### src/rtl/vseq_pkg.sv
package vseq_pkg;
  typedef struct packed {
    logic load;
    logic grab;
    logic step;
  } seqStrb_t;

  typedef struct packed {
    logic atEnd;
    logic curActive;
  } seqStat_t;

  typedef enum logic [1:0] {
    S_IDLE  = 2'd0,
    S_FETCH = 2'd1,
    S_RUN   = 2'd2,
    S_FIN   = 2'd3
  } seqState_t;
endpackage

### src/rtl/vseq_lookup.sv
module vseq_lookup #(
  parameter int N_ENT = 4,
  parameter int REG_W = 5
) (
  input  logic                   qFp,
  input  logic [REG_W-1:0]       qKey,
  input  logic [N_ENT-1:0]       tblValid,
  input  logic [N_ENT-1:0]       tblFp,
  input  logic [N_ENT*REG_W-1:0] tblKey,
  input  logic [N_ENT*REG_W-1:0] tblPred,
  input  logic [N_ENT-1:0]       tblInv,
  output logic                   hit,
  output logic [REG_W-1:0]       predReg,
  output logic                   inv
);
  logic [N_ENT-1:0] hitVec;

  for (genvar e = 0; e < N_ENT; e++) begin : g_cmp
    assign hitVec[e] = tblValid[e] && (tblFp[e] == qFp) &&
                       (tblKey[e*REG_W +: REG_W] == qKey);
  end

  // scan from the top so that the lowest-numbered hit is written last
  always_comb begin
    hit     = 1'b0;
    predReg = '0;
    inv     = 1'b0;
    for (int e = N_ENT - 1; e >= 0; e--) begin
      if (hitVec[e]) begin
        hit     = 1'b1;
        predReg = tblPred[e*REG_W +: REG_W];
        inv     = tblInv[e];
      end
    end
  end
endmodule

### src/rtl/vseq_datapath.sv
module vseq_datapath
  import vseq_pkg::*;
#(
  parameter int XLEN  = 16,
  parameter int REG_W = 5,
  parameter int N_ENT = 4,
  parameter int IDX_W = $clog2(XLEN + 1)
) (
  input  logic                   clk,
  input  logic                   rstN,
  input  seqStrb_t               strb,
  input  logic                   opFp,
  input  logic [REG_W-1:0]       opRd,
  input  logic [REG_W-1:0]       opRs1,
  input  logic [REG_W-1:0]       opRs2,
  input  logic [IDX_W-1:0]       opRdLen,
  input  logic [IDX_W-1:0]       globalVl,
  input  logic [(1<<REG_W)-1:0]  vecTag,
  input  logic [N_ENT-1:0]       tblValid,
  input  logic [N_ENT-1:0]       tblFp,
  input  logic [N_ENT*REG_W-1:0] tblKey,
  input  logic [N_ENT*REG_W-1:0] tblPred,
  input  logic [N_ENT-1:0]       tblInv,
  output logic [REG_W-1:0]       predAddr,
  input  logic [XLEN-1:0]        predData,
  output logic [REG_W-1:0]       uopRd,
  output logic [REG_W-1:0]       uopRs1,
  output logic [REG_W-1:0]       uopRs2,
  output logic [IDX_W-1:0]       uopIdx,
  output seqStat_t               stat
);
  localparam logic [IDX_W-1:0] XLEN_V = IDX_W'(XLEN);
  localparam int BIT_W = $clog2(XLEN);

  logic             lkHit, lkInv;
  logic [REG_W-1:0] lkPred;

  vseq_lookup #(.N_ENT(N_ENT), .REG_W(REG_W)) i_lookup (
    .qFp     (opFp),
    .qKey    (opRd),
    .tblValid(tblValid),
    .tblFp   (tblFp),
    .tblKey  (tblKey),
    .tblPred (tblPred),
    .tblInv  (tblInv),
    .hit     (lkHit),
    .predReg (lkPred),
    .inv     (lkInv)
  );

  logic [REG_W-1:0] rdBase, rs1Base, rs2Base;
  logic [REG_W-1:0] offRd, offRs1, offRs2;
  logic             vecRd, vecRs1, vecRs2;
  logic             hasPred, invSel;
  logic [REG_W-1:0] predSel;
  logic [XLEN-1:0]  mask;
  logic [IDX_W-1:0] idx, bound;
  logic [IDX_W-1:0] vlCap, lenCap, boundNext;

  always_comb begin
    vlCap     = (globalVl > XLEN_V) ? XLEN_V : globalVl;
    lenCap    = (opRdLen > XLEN_V) ? XLEN_V : opRdLen;
    boundNext = (vlCap < lenCap) ? vlCap : lenCap;
  end

  always_ff @(posedge clk) begin
    if (!rstN) begin
      rdBase  <= '0;
      rs1Base <= '0;
      rs2Base <= '0;
      vecRd   <= 1'b0;
      vecRs1  <= 1'b0;
      vecRs2  <= 1'b0;
      hasPred <= 1'b0;
      invSel  <= 1'b0;
      predSel <= '0;
      bound   <= '0;
    end else if (strb.load) begin
      rdBase  <= opRd;
      rs1Base <= opRs1;
      rs2Base <= opRs2;
      vecRd   <= vecTag[opRd];
      vecRs1  <= vecTag[opRs1];
      vecRs2  <= vecTag[opRs2];
      hasPred <= lkHit;
      invSel  <= lkInv;
      predSel <= lkPred;
      bound   <= boundNext;
    end
  end

  always_ff @(posedge clk) begin
    if (!rstN) begin
      mask <= '0;
    end else if (strb.grab) begin
      if (!hasPred) mask <= '1;
      else if (invSel) mask <= ~predData;
      else mask <= predData;
    end
  end

  always_ff @(posedge clk) begin
    if (!rstN || strb.load) begin
      idx    <= '0;
      offRd  <= '0;
      offRs1 <= '0;
      offRs2 <= '0;
    end else if (strb.step) begin
      idx <= idx + 1'b1;
      if (vecRd)  offRd  <= offRd + 1'b1;
      if (vecRs1) offRs1 <= offRs1 + 1'b1;
      if (vecRs2) offRs2 <= offRs2 + 1'b1;
    end
  end

  assign predAddr       = predSel;
  assign uopRd          = rdBase + offRd;
  assign uopRs1         = rs1Base + offRs1;
  assign uopRs2         = rs2Base + offRs2;
  assign uopIdx         = idx;
  assign stat.atEnd     = (idx == bound);
  assign stat.curActive = mask[idx[BIT_W-1:0]];

  AST_IDX_IN_BOUND: assert property (@(posedge clk) disable iff (!rstN)
    !strb.load |-> idx <= bound);
  AST_NO_STEP_AT_END: assert property (@(posedge clk) disable iff (!rstN)
    strb.step |-> idx < bound);
  AST_VEC_OFF_TRACKS: assert property (@(posedge clk) disable iff (!rstN)
    (vecRd && !strb.load) |-> offRd == REG_W'(idx));
  AST_SCALAR_OFF_ZERO: assert property (@(posedge clk) disable iff (!rstN)
    (!vecRs1 && !strb.load) |-> offRs1 == '0);
  AST_OP_HELD: assert property (@(posedge clk) disable iff (!rstN)
    !strb.load |=> $stable(rdBase) && $stable(bound));
endmodule

### src/rtl/vseq_ctrl.sv
module vseq_ctrl
  import vseq_pkg::*;
(
  input  logic     clk,
  input  logic     rstN,
  input  logic     opValid,
  output logic     opReady,
  input  logic     uopReady,
  output logic     uopValid,
  output logic     done,
  input  seqStat_t stat,
  output seqStrb_t strb
);
  seqState_t state, stateNext;

  always_comb begin
    stateNext = state;
    unique case (state)
      S_IDLE:  if (opValid) stateNext = S_FETCH;
      S_FETCH: stateNext = S_RUN;
      S_RUN:   if (stat.atEnd) stateNext = S_FIN;
      S_FIN:   stateNext = S_IDLE;
      default: stateNext = S_IDLE;
    endcase
  end

  always_ff @(posedge clk) begin
    if (!rstN) state <= S_IDLE;
    else state <= stateNext;
  end

  assign opReady   = (state == S_IDLE);
  assign uopValid  = (state == S_RUN) && !stat.atEnd && stat.curActive;
  assign done      = (state == S_FIN);
  assign strb.load = opReady && opValid;
  assign strb.grab = (state == S_FETCH);
  assign strb.step = (state == S_RUN) && !stat.atEnd &&
                     (!stat.curActive || uopReady);

  AST_DONE_PULSE: assert property (@(posedge clk) disable iff (!rstN)
    done |=> !done);
  AST_UOP_HOLD: assert property (@(posedge clk) disable iff (!rstN)
    (uopValid && !uopReady) |=> uopValid);
  AST_BUSY_NO_LOAD: assert property (@(posedge clk) disable iff (!rstN)
    (state != S_IDLE) |=> !$rose(opReady) || $past(done));
  AST_DONE_FROM_RUN: assert property (@(posedge clk) disable iff (!rstN)
    $rose(done) |-> $past(state) == S_RUN);
endmodule

### src/rtl/vec_elem_seq.sv
module vec_elem_seq
  import vseq_pkg::*;
#(
  parameter int XLEN  = 16,
  parameter int REG_W = 5,
  parameter int N_ENT = 4,
  parameter int IDX_W = $clog2(XLEN + 1)
) (
  input  logic                   clk,
  input  logic                   rstN,
  input  logic                   opValid,
  output logic                   opReady,
  input  logic                   opFp,
  input  logic [REG_W-1:0]       opRd,
  input  logic [REG_W-1:0]       opRs1,
  input  logic [REG_W-1:0]       opRs2,
  input  logic [IDX_W-1:0]       opRdLen,
  input  logic [IDX_W-1:0]       globalVl,
  input  logic [(1<<REG_W)-1:0]  vecTag,
  input  logic [N_ENT-1:0]       tblValid,
  input  logic [N_ENT-1:0]       tblFp,
  input  logic [N_ENT*REG_W-1:0] tblKey,
  input  logic [N_ENT*REG_W-1:0] tblPred,
  input  logic [N_ENT-1:0]       tblInv,
  output logic [REG_W-1:0]       predAddr,
  input  logic [XLEN-1:0]        predData,
  output logic                   uopValid,
  input  logic                   uopReady,
  output logic [REG_W-1:0]       uopRd,
  output logic [REG_W-1:0]       uopRs1,
  output logic [REG_W-1:0]       uopRs2,
  output logic [IDX_W-1:0]       uopIdx,
  output logic                   done
);
  seqStrb_t strb;
  seqStat_t stat;

  vseq_ctrl i_ctrl (
    .clk     (clk),
    .rstN    (rstN),
    .opValid (opValid),
    .opReady (opReady),
    .uopReady(uopReady),
    .uopValid(uopValid),
    .done    (done),
    .stat    (stat),
    .strb    (strb)
  );

  vseq_datapath #(.XLEN(XLEN), .REG_W(REG_W), .N_ENT(N_ENT), .IDX_W(IDX_W)) i_dp (
    .clk     (clk),
    .rstN    (rstN),
    .strb    (strb),
    .opFp    (opFp),
    .opRd    (opRd),
    .opRs1   (opRs1),
    .opRs2   (opRs2),
    .opRdLen (opRdLen),
    .globalVl(globalVl),
    .vecTag  (vecTag),
    .tblValid(tblValid),
    .tblFp   (tblFp),
    .tblKey  (tblKey),
    .tblPred (tblPred),
    .tblInv  (tblInv),
    .predAddr(predAddr),
    .predData(predData),
    .uopRd   (uopRd),
    .uopRs1  (uopRs1),
    .uopRs2  (uopRs2),
    .uopIdx  (uopIdx),
    .stat    (stat)
  );
endmodule

### config.mk
export PLATFORM = sky130hd
export DESIGN_NAME = vec_elem_seq
export DESIGN_NICKNAME = d
export VERILOG_FILES = /design/src/rtl/vseq_pkg.sv /design/src/rtl/vseq_lookup.sv /design/src/rtl/vseq_datapath.sv /design/src/rtl/vseq_ctrl.sv /design/src/rtl/vec_elem_seq.sv
export SDC_FILE = /design/constraint.sdc
export NUM_CORES = 1
export LEC_CHECK = 0
export BUFFER_PORTS_ARGS = -buffer_cell sky130_fd_sc_hd__buf_4
export CELL_PAD_IN_SITES_DETAIL_PLACEMENT = 0
export CELL_PAD_IN_SITES_GLOBAL_PLACEMENT = 2
export CORE_ASPECT_RATIO = 2
export CORE_MARGIN = 2
export CORE_UTILIZATION = 32
export CTS_CLUSTER_DIAMETER = 30
export DETAILED_ROUTE_END_ITERATION = 12
export GPL_TIMING_DRIVEN = 0
export PLACE_DENSITY_LB_ADDON = 0.3
export SYNTH_ARGS = -nofsm -noshare
export SYNTH_HDL_FRONTEND = slang
export SYNTH_SLANG_ARGS = --single-unit
### constraint.sdc
create_clock -name clk -period 7 [get_ports clk]
set_clock_uncertainty 0.2 [all_clocks]
set_input_delay 1.75 -clock clk [delete_from_list [all_inputs] [get_ports clk]]
set_output_delay 1.75 -clock clk [all_outputs]
set_load 0.005 [all_outputs]
# Word level (Yosys, flattened, before mapping)
# Index checks and enable logic that the tools add are counted.
# totals
reg_bits	68
inputBits	130
wordCells	95
# classes
addsub	7
magnitude_cmp	7
n_eq_ne	14
mux	28
n_bitwise	1
reduce_logical	22
# ops
op	n
5-bit two-way mux	7
16-bit two-way mux	2
5-bit equality test	5
5-bit by 1-bit adder with 5-bit output (second input constant)	4
5-bit by 6-bit less-than comparator with 1-bit output (second input constant)	3
16-bit inverter	1
5-bit adder	3
1-bit binary-select mux with 5-bit select	3
1-bit logical AND	12
1-bit two-way mux	12
5-bit > comparator (second input constant)	2
2-bit case mux with 4 select lines	1
2-bit AND reduction	4
4-bit by 5-bit less-than comparator with 1-bit output (second input constant)	1
5-bit less-than comparator	1
1-bit binary-select mux with 4-bit select	1
1-bit equality test	4
2-bit equality test (second input constant)	2
2-bit two-way mux	2
1-bit zero test	3
2-bit by 1-bit equality test with 1-bit output (second input constant)	1
2-bit zero test	1
1-bit logical OR	2
2-bit by 1-bit inequality test with 1-bit output (second input constant)	1
2-bit inequality test (second input constant)	1

# Depth between registers and ports, before layout
# Gate-level depths: netlist of run 1.
# depth
word_depth	7
mapped_depth	9
ltp_nobuf	9

# Modules after synthesis
# From an unflattened synthesis of run 1, not the netlist that was laid out.
# hier_totals
cells_unflattened	507
hier_area_um2	5037.3
# modules_own_cells
module	instances	cells_per_inst	area_each_um2	seq_area_each_um2
vseq_datapath	1	409	4276.6	1321.3
vseq_lookup	1	77	564.3	0.0
vseq_ctrl	1	21	196.4	40.0

# Worst setup path after synthesis of run 1
# Ideal clock, no wire load.
# synth_path
kind	input to register
from	in opRd[1]
to	reg i_dp.vecRd
arrival_ns	3.516
setup_slack_ns	3.164
stages	6
cell_sequence	clkbuf_1 clkbuf_1 mux4_2 mux4_2 nor3b_1 o31a_1
# synth_via
elab_chain_cells	2
# synth_lines
item	line_no	text
start: declaration	vec_elem_seq.sv:14	input logic [REG_W-1:0] opRd,
1-bit binary-select mux with 5-bit select	vseq_datapath.sv:82	vecRd <= vecTag[opRd];
1-bit two-way mux (not written as such)	vseq_datapath.sv:82	
end signal: assignment	vseq_datapath.sv:82	
end: declaration	vseq_datapath.sv:53	logic vecRd, vecRs1, vecRs2;
# No other way between the ends. The select of a mux whose other input is x is not followed.
# A chain may end at the register's enable or synchronous reset.

# Worst setup path after layout of run 1
# layout_path
from	reg i_dp.idx[3], in the netlist i_dp.uopIdx[3]
to	out uopValid
# layout_via
elab_chain_cells	4
word_cells_on_any_way	6
classes_between	1 x eq/ne; 2 x mux; 3 x reduce/logical
# layout_lines
item	line_no	text
start: declaration	vseq_datapath.sv:57	logic [IDX_W-1:0] idx, bound;
start signal: assignment	vseq_datapath.sv:109	idx <= idx + 1'b1;
parallel branches: the longest is 3 deep, another holds 1-bit binary-select mux with 4-bit select	-	
1-bit logical AND *	vseq_ctrl.sv:33	assign uopValid = (state == S_RUN) && !stat.atEnd && stat.curActive;
end: declaration	vec_elem_seq.sv:27	output logic uopValid,
# Mark *: on every way between the ends. The select of a mux whose other input is x is not followed.

==> flow_summary_export.csv, run 1 <==
group,metric,value,unit
setup_path,start_kind,"flip-flop",
logic_synthesis,synth_top_area_frac,0.279,
logic_synthesis,ys_seq_area_frac,0.279,
detailed_routing,first_pass_iters,4,
logic_synthesis,synth-xor-area-share,0.118,
timing,max_slew_margin,0.225,
timing,rsz0062_at_grt,"false",
hold_path,min-delay-path-class,"flip-flop to flip-flop",
logic_synthesis,ys_types,49,
setup_path,crit_required,5.05,ns
placement,port_buffers,145,
clocking,clockBufferDepth,2,
cells_and_area,antenna_cells,0,
logic_synthesis,synth_nets,696,
power_and_ir_drop,power_per_cell_area,220,nW/um^2
logic_synthesis,synth_top_family_by_area,"compound AO/OA/AOI/OAI gates",
timing,finalCriticalPeriod,4.30,ns
flow_run,drv_cap,0,
clocking,clk_pin_slew,0.05,ns
setup_path,criticalPathCategory,"flip-flop to output port",
logic_synthesis,ys_warn_count,0,
logic_synthesis,synth_compound_area_frac,0.176,
global_routing,gr-total-overflow,0,
floorplan,coreArea,14900,um^2
logic_synthesis,async_reset_ff_frac,0,
timing,finalCritPeriodShare,0.614,
detailed_routing,wl_per_cell,18.4,um
detailed_routing,vias,4669,
global_routing,antenna_found_initial,0,
timing,final_hold_viol_count,0,
detailed_routing,drtIter0Drc,243,
logic_synthesis,synth_simple_gate_area_frac,0.138,
detailed_routing,drtAntennaViolNets,0,
outcome,status,"complete, no violations",
logic_synthesis,synth_edf_count,0,
clocking,cts-root-buf,"clkbuf_16",
placement,dpl.hpwl,13.6,mm
logic_synthesis,yosys_most_used_dff,"dfxtp_1",
global_routing,grt_pass1_vias,4763,
floorplan,rows,63,
floorplan,io_pins,158,
logic_synthesis,yosysTopAreaCell,"dfxtp_1",
logic_synthesis,synth_area_per_cell,9.06,um^2
timing,setup_violations,0,
cells_and_area,drive_above_1_share,0.286,
timing,whs,0.257,ns
clocking,hold_buffers,0,
clocking,numClockSinks,68,
floorplan,die_y,179,um
global_routing,grt_usage,0.198,
cells_and_area,nets,852,
logic_synthesis,synth_fa_ha_area_frac,0.0738,
cells_and_area,final_core_util,0.437,
setup_path,endpoint_kind,"output port",
floorplan,die_x,91.4,um
floorplan,die_area,16300,um^2
detailed_routing,drcViolationCount,0,
clocking,clock_latency,0.33,ns
logic_synthesis,synth_area_leaders,"dfxtp_1 (28%), mux4_2 (13%), xnor2_1 (7.4%), ha_1 (6.1%), xor2_1 (4.5%)",
clocking,cts-buffers-inserted,9,
setup_path,critical_path_arrival,2.35,ns
clocking,cts_setup_buffers,0,
timing,fmax,0.233,GHz
setup_path,critPathMaxFanout,10,
timing,worst_slew_pin_slew,1.15,ns
global_routing,grt_start_max_net_pins,12,
clocking,cts_resized,0,
detailed_routing,wl,16.4,mm
placement,gp_congestion,0.850,
power_and_ir_drop,ir_worst_vdd,0.126,mV
floorplan,initial_utilization,0.328,
global_routing,grt_pass1_wl,24.8,mm
logic_synthesis,synthMuxAreaShare,0.158,
timing,report.final.slew_viol_count,0,
cells_and_area,areaGrowthSynthToFinish,33.3,%
logic_synthesis,ys_ff_latch,68,
logic_synthesis,netlist_area,4880,um^2
clocking,cts_tree,"yes",
timing,fin_tns_setup,0,ns
detailed_routing,vias_per_cell,5.22,
logic_synthesis,syn_inst,539,
power_and_ir_drop,p_leak,2.81,nW
clocking,htreeDepth,3,
-- state kept, by name, summed over array words and instances (netlist names) --
register,cells
i_dp.mask,16
i_dp.rdBase,5
i_dp.offRs2,5
i_dp.vecRs1,1
i_ctrl.state,2
i_dp.vecRs2,1
i_dp.offRd,5
i_dp.predAddr,5
i_dp.rs2Base,5
i_dp.bound,5
i_dp.vecRd,1
i_dp.offRs1,5
i_dp.hasPred,1
i_dp.rs1Base,5
i_dp.invSel,1
i_dp.uopIdx,5
-- critical path: stages (launching register included) --
cell and delay (ns):
dfxtp_1 0.33, clkbuf_1 0.40, xnor2_1 0.18, nand3_1 0.09
o31a_1 0.40, clkbuf_1 0.28, and2_1 0.21, buf_4 0.13
-- metal layers --
| metal | wire length [um] | track usage | vias up |
|---|---|---|---|
| li1 | - | - | 2259 |
| met1 | 5610 | 0.197 | 2256 |
| met3 | 604 | 0.0319 | 37 |
| met4 | 553 | 0.0846 | 0 |
| met5 | 0 | 0 | - |
| met2 | 9660 | 0.396 | 117 |
-- path summary, 6_finish.rpt --
| check | start | to | slack, ns | cells past startpoint |
|---|---|---|---|---|
| setup / recovery | i_dp.uopIdx[3] | uopValid | 2.70 | 7 |
| hold / removal | i_dp.predAddr[4] | i_dp.predAddr[4] | 0.26 | 2 |
| setup reg to reg | i_ctrl.state[0] | i_dp.invSel | 4.32 | 8 |
| hold reg to reg | i_dp.predAddr[4] | i_dp.predAddr[4] | 0.26 | 2 |
-- synth_stat cells, drive strengths merged (4+ instances only) --
| library cell | n |
|---|---|
| mux4 | 28 |
| a21oi | 27 |
| and2 | 4 |
| nor2 | 17 |
| inv | 24 |
| xnor2 | 41 |
| buf | 10 |
| clkbuf | 33 |
| ha | 24 |
| dfxtp | 68 |
| o21ai | 31 |
| nand2b | 8 |
| nor2b | 11 |
| a21o | 7 |
| xor2 | 25 |
| a21boi | 15 |
| o31ai | 10 |
| nand2 | 54 |
| a221oi | 5 |
| mux2i | 13 |
| nor4 | 7 |
| a31oi | 22 |
| nand4 | 14 |
| and3 | 7 |
-- layout by cell type (no fill, tap or decap), types with 3 or more instances in the layout --
| cell | count |
|---|---|
| a211oi_1 | 3 |
| a21boi_1 | 15 |
| a21o_1 | 7 |
| a21oi_1 | 27 |
| a221oi_1 | 5 |
| a31oi_1 | 22 |
| and2_1 | 4 |
| and3_1 | 7 |
| buf_2 | 5 |
| buf_4 | 146 |
| clkbuf_1 | 35 |
| clkbuf_16 | 9 |
| dfxtp_1 | 68 |
| fa_1 | 3 |
| ha_1 | 24 |
| inv_1 | 24 |
| mux2i_1 | 13 |
| mux4_2 | 28 |
| nand2_1 | 52 |
| nand2b_1 | 7 |
| nand3_1 | 3 |
| nand3b_1 | 3 |
| nand4_1 | 14 |
| nor2_1 | 17 |
| nor2b_1 | 11 |
| nor3_1 | 3 |
| nor4_1 | 6 |
| o21ai_0 | 25 |
| o21ai_1 | 6 |
| o31a_1 | 3 |
| o31ai_1 | 10 |
| xnor2_1 | 41 |
| xor2_1 | 25 |
-- logic make-up (layout without fill, tap and decap cells) --
kind of cell / after synthesis / after routing
buffers and inverters: 67 / 228
XOR/XNOR: 66 / 66
adder cells (fa/ha/maj): 27 / 27
multiplexers: 42 / 42
AO/OA/AOI/OAI: 135 / 135
flip-flops: 68 / 68
AND/OR/NAND/NOR: 134 / 134
-- through the flow --
stage          std cells  cell area, um^2  total power, mW  setup WS (ns)
2_1_floorplan        539             4880            0.794           3.16
3_3_place_gp         879             6220            0.987           2.47
3_5_place_dp         879             6220            0.999           2.37
4_1_cts              895             6510             1.45           2.66
5_1_grt              895             6510             1.53           2.55
6_report             895             6510             1.44           2.70
-- report_power, final --
part | switching, mW | internal, mW | leakage, nW
Combinational | 0.259 | 0.224 | 2.11
Clock | 0.167 | 0.285 | 0.147
Sequential | 0.0481 | 0.453 | 0.556
Total | 0.474 | 0.962 | 2.81
-- cell type report --
type	count	area (um^2)
Fill cell	1536	8390
Multi-Input combinational cell	404	3250
Sequential cell	68	1360
Timing Repair Buffer	145	1090
Clock buffer	12	246
Tap cell	195	244
Buffer	43	186
Inverter	24	90.1
Clock inverter	4	48.8
No activity file was read; power rests on OpenSTA's default activity.
==> run 2, diff against run 1 <==
--- a/config.mk
+++ b/config.mk
@@ -10,7 +10,7 @@
 export CELL_PAD_IN_SITES_GLOBAL_PLACEMENT = 2
 export CORE_ASPECT_RATIO = 2
 export CORE_MARGIN = 2
-export CORE_UTILIZATION = 32
+export CORE_UTILIZATION = 30
 export CTS_CLUSTER_DIAMETER = 30
 export DETAILED_ROUTE_END_ITERATION = 12
 export GPL_TIMING_DRIVEN = 0
==> constraint.sdc (replaced) <==
create_clock -name clk -period 3.97 [get_ports clk]
set_clock_uncertainty 0.2 [all_clocks]
set_input_delay 0.9925 -clock clk [delete_from_list [all_inputs] [get_ports clk]]
set_output_delay 0.9925 -clock clk [all_outputs]
set_load 0.005 [all_outputs]
==> run 2 against run 1 <==
  * Clock power increased by 94%
  * Highest routed layer unchanged
  * Die area increased by 6.4%
  * Global-route usage decreased by 2.4 points
  * Utilization decreased by 3.0 points
  * Setup slack got worse by 2.2 ns
  * First-iteration DRC count decreased by 52%
==> flow_summary_export.csv, run 2 (synthesized netlist as in run 1, its figures left out) <==
group,metric,value,unit
outcome,status,"complete, no violations",
floorplan,rows,66,
power_and_ir_drop,pwr-share-comb,0.325,
detailed_routing,wl_per_cell,16.1,um
detailed_routing,vias_per_cell,4.96,
global_routing,grt_start_max_net_pins,13,
setup_path,r2r_cells,8,
setup_path,crit_family,"buffers and inverters",
global_routing,grt_pass1_vias,4724,
power_and_ir_drop,power,2.61,mW
detailed_routing,wl,14.6,mm
hold_path,min-delay-path-class,"flip-flop to flip-flop",
setup_path,crit_slowest_cell,"clkbuf_1",
timing,setup_violations,0,
setup_path,start_kind,"flip-flop",
power_and_ir_drop,clkPwrFrac,0.336,
clocking,htreeDepth,3,
cells_and_area,fill_cells,1700,
setup_path,crit_path_cell_trace,"clkbuf_1 -> xnor2_1 -> nand3_1 -> o31a_1 -> clkbuf_1 -> and2_1 -> buf_4",
global_routing,gr-total-overflow,0,
placement,gp_congestion,0.816,
timing,rsz0062_at_grt,"false",
power_and_ir_drop,p_leak,2.82,nW
cells_and_area,areaGrowthSynthToFinish,34.2,%
timing,worst_slew_pin_slew,1.07,ns
global_routing,grt_usage,0.174,
global_routing,antenna_found_initial,0,
detailed_routing,vias,4482,
placement,place_ws,0.223,ns
power_and_ir_drop,ir_worst_vdd,0.185,mV
clocking,numClockSinks,68,
clocking,cts_tree,"yes",
clocking,cts-buffers-inserted,9,
clocking,clock_latency,0.33,ns
timing,final_hold_viol_count,0,
power_and_ir_drop,intPower,1.76,mW
clocking,hold_buffers,0,
setup_path,cp_num_buf_inv,3,
timing,max_slew_margin,0.281,
timing,finalCritPeriodShare,0.877,
setup_path,worst_r2r_endpoint,"i_dp.offRs2[4]",
cells_and_area,largest_reg_flops,16,
detailed_routing,first_pass_iters,6,
power_and_ir_drop,p_sw,0.847,mW
detailed_routing,drtIter0Drc,117,
setup_path,endpoint,"uopValid",
floorplan,die_x,94.2,um
timing,finalCriticalPeriod,3.48,ns
setup_path,r2r_slack,1.24,ns
clocking,cts_setup_buffers,0,
placement,port_buffers,145,
power_and_ir_drop,swShare,0.325,
timing,fmax,0.287,GHz
floorplan,die_area,17400,um^2
global_routing,grt_pass1_wl,23.6,mm
cells_and_area,nets,852,
clocking,clk_pin_slew,0.06,ns
cells_and_area,antenna_cells,0,
cells_and_area,top_register,"i_dp.mask",
setup_path,reg2reg_from,"i_ctrl.state[0]",
setup_path,crit_required,2.78,ns
cells_and_area,drive_above_1_share,0.289,
clocking,cts_resized,0,
power_and_ir_drop,p_seq_frac,0.339,
setup_path,critPathMaxStageDelay,0.37,ns
setup_path,critical_path_arrival,2.29,ns
floorplan,die_y,184,um
timing,fin_tns_setup,0,ns
power_and_ir_drop,power_per_cell_area,397,nW/um^2
timing,report.final.slew_viol_count,0,
setup_path,criticalPathCategory,"flip-flop to output port",
timing,whs,0.264,ns
cells_and_area,final_cell_mix,"buf_4 (146), dfxtp_1 (68), nand2_1 (52), xnor2_1 (41), clkbuf_1 (33)",
setup_path,startpoint,"i_dp.uopIdx[3]",
setup_path,endpoint_kind,"output port",
placement,dpl.hpwl,12.0,mm
detailed_routing,drtAntennaViolNets,0,
floorplan,io_pins,158,
detailed_routing,drcViolationCount,0,
cells_and_area,final_common_cell,"buf_4",
clocking,cts-root-buf,"clkbuf_16",
setup_path,worst-path-stages,7,
floorplan,initial_utilization,0.303,
setup_path,critPathMaxFanout,10,
timing,setup_ws,0.489,ns
clocking,clockBufferDepth,2,
floorplan,coreArea,16100,um^2
flow_run,drv_cap,0,
setup_path,cpMostUsedCell,"clkbuf_1",
-- run 2: worst min-delay path by stage --
stage / from / to / slack [ns] / depth (start not counted)
3_5_place_dp: i_dp.predAddr[3] / i_dp.predAddr[3] / 0.25 / 2
4_1_cts: i_dp.rs2Base[4] / i_dp.rs2Base[4] / 0.27 / 2
2_1_floorplan: i_dp.rdBase[0] / i_dp.rdBase[0] / 0.24 / 2
5_1_grt: i_dp.predAddr[4] / i_dp.predAddr[4] / 0.29 / 2
3_3_place_gp: i_dp.predAddr[0] / i_dp.predAddr[0] / 0.24 / 2
6_report: i_dp.predAddr[4] / i_dp.predAddr[4] / 0.26 / 2
-- run 2: final cells by class --
cell class | instances | area (um^2) | share of cell area
Inverter | 24 | 90.1 | 0.0137
Clock inverter | 6 | 87.6 | 0.0134
Buffer | 43 | 186 | 0.0284
Timing Repair Buffer | 145 | 1090 | 0.166
Clock buffer | 10 | 239 | 0.0365
Multi-Input combinational cell | 404 | 3250 | 0.495
Tap cell | 204 | 255 | 0.0389
Sequential cell | 68 | 1360 | 0.208
-- run 2: metal layers --
metal,up-vias,part of all wire,GRT usage
met1,2032,0.43,0.215
met3,20,0.053,0.0339
met5,-,0,0
met2,159,0.50,0.300
li1,2271,-,-
met4,0,0.021,0.0551
-- run 2: worst reg2reg max path: cells and delay by family (launching register included) --
kind | cells | cell delay, ns
buffers and inverters | 3 | 1.09
and+or+nand+nor | 3 | 0.59
DFF | 1 | 0.38
adders and majority gates | 1 | 0.26
muxes | 1 | 0.14
-- run 2: power groups by stage --
stage               Sequential [mW]  Combinational (mW)  Clock [mW]
floorplan                     0.864               0.536           0
global placement              0.893               0.855           0
detailed placement            0.895               0.857           0
CTS                           0.881               0.861       0.894
global route                  0.894               0.954       0.914
finish                        0.882               0.847       0.876
-- run 2: through the flow --
step,area [um^2],utilization,instances
2_1_floorplan,4880,-,539
3_3_place_gp,6230,0.387,888
3_5_place_dp,6230,0.387,888
4_1_cts,6560,0.407,904
5_1_grt,6560,0.407,904
6_report,6560,0.407,904
==> run 3, diff against run 2 <==
--- a/config.mk
+++ b/config.mk
@@ -10,7 +10,7 @@
 export CELL_PAD_IN_SITES_GLOBAL_PLACEMENT = 2
 export CORE_ASPECT_RATIO = 2
 export CORE_MARGIN = 2
-export CORE_UTILIZATION = 30
+export CORE_UTILIZATION = 25
 export CTS_CLUSTER_DIAMETER = 30
 export DETAILED_ROUTE_END_ITERATION = 12
 export GPL_TIMING_DRIVEN = 0
==> run 3 against run 2 <==
  * Count of clock-buffer cells in the layout up 1
  * Via count up 3.7%
  * Hold slack lost 0.0088 ns
  * First-iteration DRC count rose by 60%
  * Critical path type unchanged
  * Largest power group unchanged
  * Highest routed layer unchanged
==> flow_summary_export.csv, run 3 (synthesized netlist as in run 1, its figures left out) <==
group,metric,value,unit
timing,final_hold_viol_count,0,
detailed_routing,drtIter0Drc,187,
timing,worst_slew_pin_slew,0.663,ns
timing,finalCriticalPeriod,3.57,ns
power_and_ir_drop,power_per_cell_area,388,nW/um^2
clocking,clk_pin_slew,0.06,ns
floorplan,die_x,103,um
global_routing,use_met2,0.326,
floorplan,rows,72,
detailed_routing,drcViolationCount,0,
clocking,cts_tree,"yes",
cells_and_area,final_cell_mix,"buf_4 (146), dfxtp_1 (68), nand2_1 (52), xnor2_1 (41), clkbuf_1 (33)",
setup_path,criticalPathCategory,"flip-flop to output port",
global_routing,antenna_found_initial,0,
outcome,status,"complete, no violations",
timing,max_slew_margin,0.554,
hold_path,hold_depth,2,
floorplan,die_y,202,um
placement,port_buffers,145,
setup_path,worst_r2r_endpoint,"i_dp.offRs2[0]",
hold_path,min_to,"i_dp.predAddr[3]",
global_routing,gr-total-overflow,0,
timing,report.final.slew_viol_count,0,
timing,setup_violations,0,
cells_and_area,final_common_cell,"buf_4",
timing,rsz0062_at_grt,"false",
setup_path,critPathMaxStageDelay,0.40,ns
floorplan,initial_utilization,0.253,
global_routing,met1_usage,0.155,
detailed_routing,vias,4647,
clocking,clock_latency,0.33,ns
placement,gp_congestion,0.833,
floorplan,coreArea,19300,um^2
global_routing,grt_pass1_wl,25.4,mm
setup_path,r2r_cells,9,
cells_and_area,antenna_cells,0,
clocking,cts_resized,0,
timing,fin_tns_setup,0,ns
setup_path,endpoint_kind,"output port",
floorplan,die_area,20700,um^2
global_routing,grt_usage,0.162,
placement,dpl.hpwl,13.9,mm
global_routing,busiest_layer,"met2",
setup_path,crit_path_cell_trace,"clkbuf_1 -> xnor2_1 -> nand3_1 -> o31a_1 -> clkbuf_1 -> and2_1 -> buf_4",
power_and_ir_drop,ir_worst_vdd,0.204,mV
setup_path,start_kind,"flip-flop",
global_routing,grt_start_max_net_pins,13,
global_routing,met3_usage,0.0240,
hold_path,min-delay-path-class,"flip-flop to flip-flop",
detailed_routing,vias_per_cell,4.84,
timing,fmax,0.280,GHz
detailed_routing,wl_per_cell,17.2,um
cells_and_area,fill_cells,2089,
clocking,cts-root-buf,"clkbuf_16",
cells_and_area,largest_reg_flops,16,
setup_path,r2r_slack,1.26,ns
timing,finalCritPeriodShare,0.898,
cells_and_area,nets,853,
global_routing,grt_pass1_vias,4997,
detailed_routing,first_pass_iters,4,
hold_path,hp-start,"i_dp.predAddr[3]",
cells_and_area,drive_above_1_share,0.290,
floorplan,io_pins,158,
setup_path,critPathMaxFanout,10,
cells_and_area,finalNonFillerCells,960,
setup_path,crit_slowest_cell,"clkbuf_1",
setup_path,reg2reg_from,"i_dp.uopIdx[3]",
clocking,clockBufferDepth,2,
clocking,cts-buffers-inserted,9,
detailed_routing,drtAntennaViolNets,0,
timing,whs,0.255,ns
setup_path,crit_required,2.78,ns
detailed_routing,wl,16.5,mm
setup_path,cpMostUsedCell,"clkbuf_1",
cells_and_area,areaGrowthSynthToFinish,35.4,%
cells_and_area,top_register,"i_dp.mask",
clocking,htreeDepth,3,
clocking,hold_buffers,0,
setup_path,critical_path_arrival,2.37,ns
placement,dp_cells,944,
clocking,cts_setup_buffers,0,
clocking,numClockSinks,68,
power_and_ir_drop,p_leak,2.81,nW
flow_run,drv_cap,0,
run 3: area by class of cell:
type / instances / area [um^2] / share of cell area
buffer: 43 / 186 / 0.0282
clock buffer: 11 / 253 / 0.0382
clock inverter: 5 / 58.8 / 0.00889
inverter: 24 / 90.1 / 0.0136
multi-input combinational: 404 / 3250 / 0.491
sequential: 68 / 1360 / 0.206
tap: 259 / 324 / 0.0490
timing repair buffer: 146 / 1090 / 0.165
run 3: worst max path at each step:
| stage | endpoint | start | cells after the start | slack (ns) |
|---|---|---|---|---|
| 2_1_floorplan | i_dp.vecRd | opRd[1] | 6 | 0.89 |
| 3_3_place_gp | i_dp.predAddr[3] | opRd[3] | 8 | -0.04 |
| 3_5_place_dp | i_dp.predAddr[3] | opRd[0] | 8 | 0.26 |
| 4_1_cts | uopValid | i_dp.uopIdx[3] | 7 | 0.39 |
| 5_1_grt | uopValid | i_dp.uopIdx[3] | 7 | 0.24 |
| 6_report | uopValid | i_dp.uopIdx[3] | 7 | 0.40 |
run 3: routing by layer:
metal	up-vias	wire length, um
li1	2266	-
met1	2230	5670
met2	126	9900
met3	25	509
met4	0	420
met5	-	0
run 3: critical path: cells and delay by family (launching register included):
family                 cells  cell delay [ns]
AO/OA/AOI/OAI              1             0.40
XOR/XNOR                   1             0.18
buffers and inverters      3             0.82
flip-flops                 1             0.33
AND/OR/NAND/NOR            2             0.31
run 3: per-stage QoR:
stage	total power, mW	utilization	area [um^2]	setup WS, ns
2_1_floorplan	1.40	-	4880	0.892
3_3_place_gp	1.75	0.327	6300	-0.0412
3_5_place_dp	1.76	0.327	6300	0.261
4_1_cts	2.60	0.343	6610	0.385
5_1_grt	2.73	0.343	6610	0.237
6_report	2.57	0.343	6610	0.403
run 3: report_power, final:
| part | internal [mW] | switching, mW | total (mW) |
|---|---|---|---|
| clock | 0.521 | 0.305 | 0.826 |
| sequential | 0.798 | 0.0865 | 0.885 |
| combinational | 0.395 | 0.463 | 0.858 |
